### src/rtl/irq_route_pkg.sv
package irq_route_pkg;
  localparam int NUM_LINES = 12;
  localparam int NUM_SRC   = 16;
  localparam int SEL_W     = 4;
  localparam int FPR       = 6;   // fields per map register
  localparam int NUM_EXT   = 4;
  localparam int EXT_BASE  = 4;   // first source code owned by pins
  localparam int REG_W     = 32;

  // irregular field layout: one spare bit after every field except before bit 16
  function automatic int field_lsb(int f);
    return f * (SEL_W + 1) + ((f >= FPR / 2) ? 1 : 0);
  endfunction

  function automatic logic [REG_W-1:0] field_mask();
    logic [REG_W-1:0] m;
    m = '0;
    for (int f = 0; f < FPR; f++) m[field_lsb(f) +: SEL_W] = '1;
    return m;
  endfunction

  localparam logic [REG_W-1:0] FIELD_MASK = field_mask();
endpackage

### src/rtl/irq_pin_qual.sv
module irq_pin_qual #(
  parameter int LOW_MIN  = 2,
  parameter int HIGH_MIN = 2
) (
  input  logic clk_i,
  input  logic rst_ni,
  input  logic pin_i,
  output logic sync_o,
  output logic evt_o
);
  localparam int MAXC = (LOW_MIN > HIGH_MIN) ? LOW_MIN : HIGH_MIN;
  localparam int CW   = $clog2(MAXC + 1);

  logic [1:0]    sync_q;
  logic [CW-1:0] low_cnt, hi_cnt;
  logic          armed, evt_q;
  logic          s;

  assign s = sync_q[1];

  always_ff @(posedge clk_i or negedge rst_ni) begin
    if (!rst_ni) begin
      sync_q  <= 2'b11;
      low_cnt <= '0;
      hi_cnt  <= '0;
      armed   <= 1'b0;
      evt_q   <= 1'b0;
    end else begin
      sync_q <= {sync_q[0], pin_i};
      evt_q  <= 1'b0;
      if (!s) begin
        hi_cnt <= '0;
        if (low_cnt != CW'(LOW_MIN)) low_cnt <= low_cnt + 1'b1;
        if (low_cnt == CW'(LOW_MIN - 1)) armed <= 1'b1;
      end else begin
        low_cnt <= '0;
        if (armed) begin
          if (hi_cnt == CW'(HIGH_MIN - 1)) begin
            evt_q  <= 1'b1;       // latch point
            armed  <= 1'b0;
            hi_cnt <= '0;
          end else begin
            hi_cnt <= hi_cnt + 1'b1;
          end
        end else begin
          hi_cnt <= '0;
        end
      end
    end
  end

  assign sync_o = s;
  assign evt_o  = evt_q;
endmodule

### src/rtl/irq_map_regs.sv
module irq_map_regs
  import irq_route_pkg::*;
#(
  parameter int LINES = NUM_LINES,
  parameter int SW    = SEL_W,
  parameter int PER   = FPR
) (
  input  logic                     clk_i,
  input  logic                     rst_ni,
  input  logic                     we_i,
  input  logic                     sel_i,
  input  logic [REG_W-1:0]         wdata_i,
  output logic [REG_W-1:0]         rdata_o,
  output logic [LINES-1:0][SW-1:0] line_sel_o
);
  logic [LINES-1:0][SW-1:0] sel_q;

  always_ff @(posedge clk_i or negedge rst_ni) begin
    if (!rst_ni) begin
      for (int k = 0; k < LINES; k++) sel_q[k] <= SW'(k);
    end else if (we_i) begin
      for (int k = 0; k < LINES; k++) begin
        // lines below PER live in the low register (sel_i = 1)
        if ((k < PER) ? sel_i : !sel_i)
          sel_q[k] <= wdata_i[field_lsb(k % PER) +: SW];
      end
    end
  end

  always_comb begin
    rdata_o = '0;
    for (int f = 0; f < PER; f++)
      rdata_o[field_lsb(f) +: SW] = sel_i ? sel_q[f] : sel_q[f + PER];
  end

  assign line_sel_o = sel_q;
endmodule

### src/rtl/irq_route_xbar.sv
module irq_route_xbar #(
  parameter int SRCS  = 16,
  parameter int LINES = 12,
  parameter int SW    = 4
) (
  input  logic                     clk_i,
  input  logic                     rst_ni,
  input  logic [SRCS-1:0]          src_i,
  input  logic [LINES-1:0][SW-1:0] line_sel_i,
  output logic [LINES-1:0]         line_o
);
  logic [LINES-1:0] line_q;

  always_ff @(posedge clk_i or negedge rst_ni) begin
    if (!rst_ni) line_q <= '0;
    else for (int k = 0; k < LINES; k++) line_q[k] <= src_i[line_sel_i[k]];
  end

  assign line_o = line_q;
endmodule

### src/rtl/irq_route_top.sv
module irq_route_top
  import irq_route_pkg::*;
(
  input  logic                       clk_i,
  input  logic                       rst_ni,
  input  logic                       reg_we_i,
  input  logic                       reg_sel_i,
  input  logic [REG_W-1:0]           reg_wdata_i,
  output logic [REG_W-1:0]           reg_rdata_o,
  input  logic [NUM_SRC-NUM_EXT-1:0] periph_evt_i,
  input  logic [NUM_EXT-1:0]         ext_pin_i,
  output logic [NUM_LINES-1:0]       cpu_int_o
);
  logic [NUM_EXT-1:0]                 ext_sync, ext_evt;
  logic [NUM_SRC-1:0]                 src_vec;
  logic [NUM_LINES-1:0][SEL_W-1:0]    line_sel;
  logic [NUM_LINES*SEL_W-1:0]         line_sel_flat;

  for (genvar i = 0; i < NUM_EXT; i++) begin : g_pin
    irq_pin_qual #(.LOW_MIN(2), .HIGH_MIN(2)) u_qual (
      .clk_i (clk_i),
      .rst_ni(rst_ni),
      .pin_i (ext_pin_i[i]),
      .sync_o(ext_sync[i]),
      .evt_o (ext_evt[i])
    );
  end

  for (genvar s = 0; s < NUM_SRC; s++) begin : g_src
    if (s < EXT_BASE) begin : g_lo
      assign src_vec[s] = periph_evt_i[s];
    end else if (s < EXT_BASE + NUM_EXT) begin : g_ext
      assign src_vec[s] = ext_evt[s - EXT_BASE];
    end else begin : g_hi
      assign src_vec[s] = periph_evt_i[s - NUM_EXT];
    end
  end

  irq_map_regs u_map (
    .clk_i     (clk_i),
    .rst_ni    (rst_ni),
    .we_i      (reg_we_i),
    .sel_i     (reg_sel_i),
    .wdata_i   (reg_wdata_i),
    .rdata_o   (reg_rdata_o),
    .line_sel_o(line_sel)
  );

  assign line_sel_flat = line_sel;

  irq_route_xbar #(.SRCS(NUM_SRC), .LINES(NUM_LINES), .SW(SEL_W)) u_xbar (
    .clk_i     (clk_i),
    .rst_ni    (rst_ni),
    .src_i     (src_vec),
    .line_sel_i(line_sel),
    .line_o    (cpu_int_o)
  );
endmodule

### config.mk
export PLATFORM = sky130hd
export DESIGN_NAME = irq_route_top
export DESIGN_NICKNAME = d
export VERILOG_FILES = /design/src/rtl/irq_route_pkg.sv /design/src/rtl/irq_pin_qual.sv /design/src/rtl/irq_map_regs.sv /design/src/rtl/irq_route_xbar.sv /design/src/rtl/irq_route_top.sv
export SDC_FILE = /design/constraint.sdc
export NUM_CORES = 1
export LEC_CHECK = 0
export CORE_MARGIN = 3
export CORE_UTILIZATION = 35
export DETAILED_ROUTE_END_ITERATION = 10
export DONT_BUFFER_PORTS = 1
export GPL_ROUTABILITY_DRIVEN = 0
export GPL_TIMING_DRIVEN = 0
export PLACE_DENSITY_LB_ADDON = 0.25
export SKIP_CTS_REPAIR_TIMING = 1
export SLEW_MARGIN = 30
export SYNTH_ARGS = -nofsm -noshare
export SYNTH_HDL_FRONTEND = slang
export SYNTH_HIERARCHICAL = 1
export SYNTH_SLANG_ARGS = --single-unit
### constraint.sdc
create_clock -name clk_i -period 1.8 [get_ports clk_i]
set_clock_uncertainty 0.15 [all_clocks]
set_input_delay 0.27 -clock clk_i [delete_from_list [all_inputs] [get_ports clk_i]]
set_output_delay 0.27 -clock clk_i [all_outputs]
set_load 0.05 [all_outputs]
==> flow_metrics.py <==
metrics = {
    "layout": {
        "regArea_um2": 2337,
        "final.fill_count": 1477,
        "multi_input_area_um2": 2908,
        "area_growth_pct": 15.56,
        "stdcell_count": 606,
        "final_cell_mix": "64 x dfrtp_1, 52 x mux2_2, 40 x mux4_1, 36 x mux2i_1",
        "final_common_cell": "dfrtp_1",
        "utilization_pct": 41.62,
        "drive_gt1_share_pct": 42.13,
        "nets": 449,
    },
    "outcome": {
        "outcome": "finished, violations left",
        "violations": "hold timing",
    },
    "timing": {
        "rsz0062_at_grt": "yes",
        "period_share_pct": 97.09,
        "final-setup-viol-count": 0,
        "finalHoldViolations": 92,
        "report.final.slew_viol_count": 0,
        "period_needed_ns": 1.748,
        "max_freq_mhz": 572.2,
        "timing.hold.ws_ns": -0.5397,
    },
    "power": {
        "irDropWorstVdd_mv": 0.4872,
        "power.static_leakage_nw": 2.791,
        "power.share.clock_pct": 25.6,
        "power.density_nw_per_um2": 1133,
        "combPwrFrac_pct": 28.3,
        "p_sw_mw": 2.629,
        "cellInternalPower_mw": 4.591,
        "power_frac_seq_pct": 46.1,
        "swShare_pct": 36.41,
    },
    "grt": {
        "antenna_found_initial": 0,
        "first_global_vias": 3336,
        "grt_pass1_wl_mm": 19.97,
        "grt_overflow_total": 0,
        "grt_max_degree": 93,
        "grt.total_usage_pct": 15.26,
    },
    "worst_setup_path": {
        "critPathSlowestCell": "dfstp_2",
        "cp.buffers_inverters": 0,
        "crit_type": "reg -> reg",
        "crit_family": "multiplexers",
        "crit_top_cell": "mux2i_1",
        "critPathMaxStageDelay_ns": 0.61,
        "cp.arrival_ns": 1.82,
        "start_kind": "flop",
        "path_cells": "mux4_1, mux2i_1, mux2i_1",
        "endpoint_kind": "flop",
        "path_max_fanout": 6,
        "cp.required_ns": 1.87,
    },
    "placement": {
        "numPortBuffers": 0,
        "placedCellCount": 561,
        "dp_hpwl_mm": 8.749,
    },
    "routing": {
        "dr.pass1.iters": 4,
        "wl_met1_mm": 5.385,
        "num_vias": 3164,
        "drtIter0Drc": 104,
        "drc_errors": 0,
        "drt-total-wl_mm": 12.98,
        "met3_length_mm": 1.033,
        "routed_via_density": 5.221,
        "ant_nets": 0,
        "top_layer": "met4",
        "wire_per_inst_um": 21.42,
        "met2_length_mm": 6.364,
    },
    "job": {
        "drv_cap": 0,
    },
    "logic_synthesis": {
        "yosysWarnings": 6,
        "synth_area_um2": 5515,
        "syn_inst": 343,
        "yosysSeqAreaShare_pct": 42.38,
        "synth.ff_latch_count": 92,
        "synth.avg_cell_area_um2": 16.08,
        "yosysUniqueCellTypes": 24,
    },
    "clock_network": {
        "clockBufferDepth": 2,
        "cts_tree": "yes",
        "insertion_delay_ns": 0.35,
        "ctsRootBufferMaster": "clkbuf_16",
        "numCtsBuffers": 9,
        "h-tree-depth": 3,
        "path_clk_slew_ns": 0.07,
        "cts_sinks": 92,
    },
    "floorplanning": {
        "core_um2": 15310,
        "initial_utilization_pct": 36.01,
        "io_pins": 96,
        "die_area_um2": 17300,
        "row_count": 45,
        "die_width_um": 131.5,
        "die_y_um": 131.5,
    },
    "worst_hold_path": {
        "hp-class": "in -> async",
    },
}
==> state kept, by name, summed over array words and instances, names as in the netlist <==
signal                flops
g_pin.u_qual/low_cnt      8
g_pin.u_qual/sync_q       8
u_xbar/line_o            12
u_map/line_sel_o         48
g_pin.u_qual/evt_o        4
g_pin.u_qual/armed        4
g_pin.u_qual/hi_cnt       8
==> through the flow <==
step / instance area, um2 / worst slack, ns / power [mW] / hold slack (ns) / TNS [ns]
after floorplan: 5542 / 0.2076 / 4.958 / -0.1756 / 0
after global placement: 5806 / 0.08920 / 5.274 / -0.1724 / 0
after detailed placement: 5806 / 0.04197 / 5.360 / -0.1720 / 0
after CTS: 6095 / 0.03664 / 7.258 / -0.5573 / 0
after global routing: 6371 / -0.01685 / 7.629 / -0.5637 / -0.01685
final: 6374 / 0.05243 / 7.220 / -0.5397 / 0
==> area by class of cell <==
type                       instances  share of cell area, %
multi-input combinational        218                  45.62
sequential                        92                  36.67
timing repair buffer              28                  4.397
tap                              211                  4.142
buffer                            32                  4.122
clock buffer                      11                  3.965
clock inverter                     5                 0.5693
inverter                           8                 0.4711
antenna                            1                0.03926
==> cells in the mapped netlist <==
library cell / number / area (um2)
mux4_1: 41 / 1077
mux2_2: 52 / 585.6
nor2b_2: 1 / 8.760
inv_1: 8 / 30.03
xor2_1: 4 / 35.03
ha_1: 8 / 100.1
dfstp_2: 28 / 735.7
buf_2: 9 / 45.04
o2bb2ai_1: 4 / 35.03
nor2b_1: 4 / 25.02
buf_6: 10 / 112.6
mux4_2: 7 / 157.7
mux2i_1: 36 / 360.4
buf_4: 8 / 60.06
buf_8: 2 / 30.03
a211oi_1: 4 / 30.03
clkbuf_2: 3 / 15.01
dfrtp_1: 64 / 1602
nand2b_1: 4 / 25.02
nor2_1: 16 / 60.06
conb_1: 1 / 3.750
mux2_4: 20 / 300.3
nor3b_2: 4 / 50.05
nand2_2: 5 / 31.28
==> cells by family (layout without fill, tap and decap cells) <==
group                    Yosys count  after routing  share of synthesized area (%)
AO/OA/AOI/OAI                      8              8                          1.180
adder cells (fa/ha/maj)            8              8                          1.815
AND/OR/NAND/NOR                   34             34                          3.630
flip-flops                        92             92                          42.38
XOR/XNOR                           4              4                         0.6351
buffers and inverters             40             84                          5.309
multiplexers                     156            156                          44.99
other                              1              9                        0.06799
==> final timing paths <==
check                                               start                         to  slack (ns)  cells after the start
worst min-delay path                               rst_ni       u_map/line_sel_o[21]       -0.54                      0
min in group clk_i                               reg_we_i        u_map/line_sel_o[8]        0.15                      2
worst max register to register       u_map/line_sel_o[12]           u_xbar/line_o[3]        0.05                      3
worst max-delay path                 u_map/line_sel_o[12]           u_xbar/line_o[3]        0.05                      3
max in group asynchronous                          rst_ni       u_map/line_sel_o[29]        1.80                      0
worst min register to register  g_pin[0].u_qual/sync_q[0]  g_pin[0].u_qual/sync_q[1]        0.21                      0
==> power by group through the flow <==
stage          Combinational (mW)  Sequential (mW)  Clock [mW]
2_1_floorplan                1.72             3.24           0
3_3_place_gp                 1.93             3.34           0
3_5_place_dp                 1.99             3.37           0
4_1_cts                      2.00             3.34        1.92
5_1_grt                      2.21             3.40        2.01
6_report                     2.04             3.33        1.85
==> per-layer routing <==
layer / vias to the layer above / GRT usage (%)
li1: 1412 / -
met1: 1639 / 17.59
met2: 96 / 25.53
met3: 17 / 6.930
met4: 0 / 4.609
met5: - / 0
No activity file was read; power rests on OpenSTA's default activity.
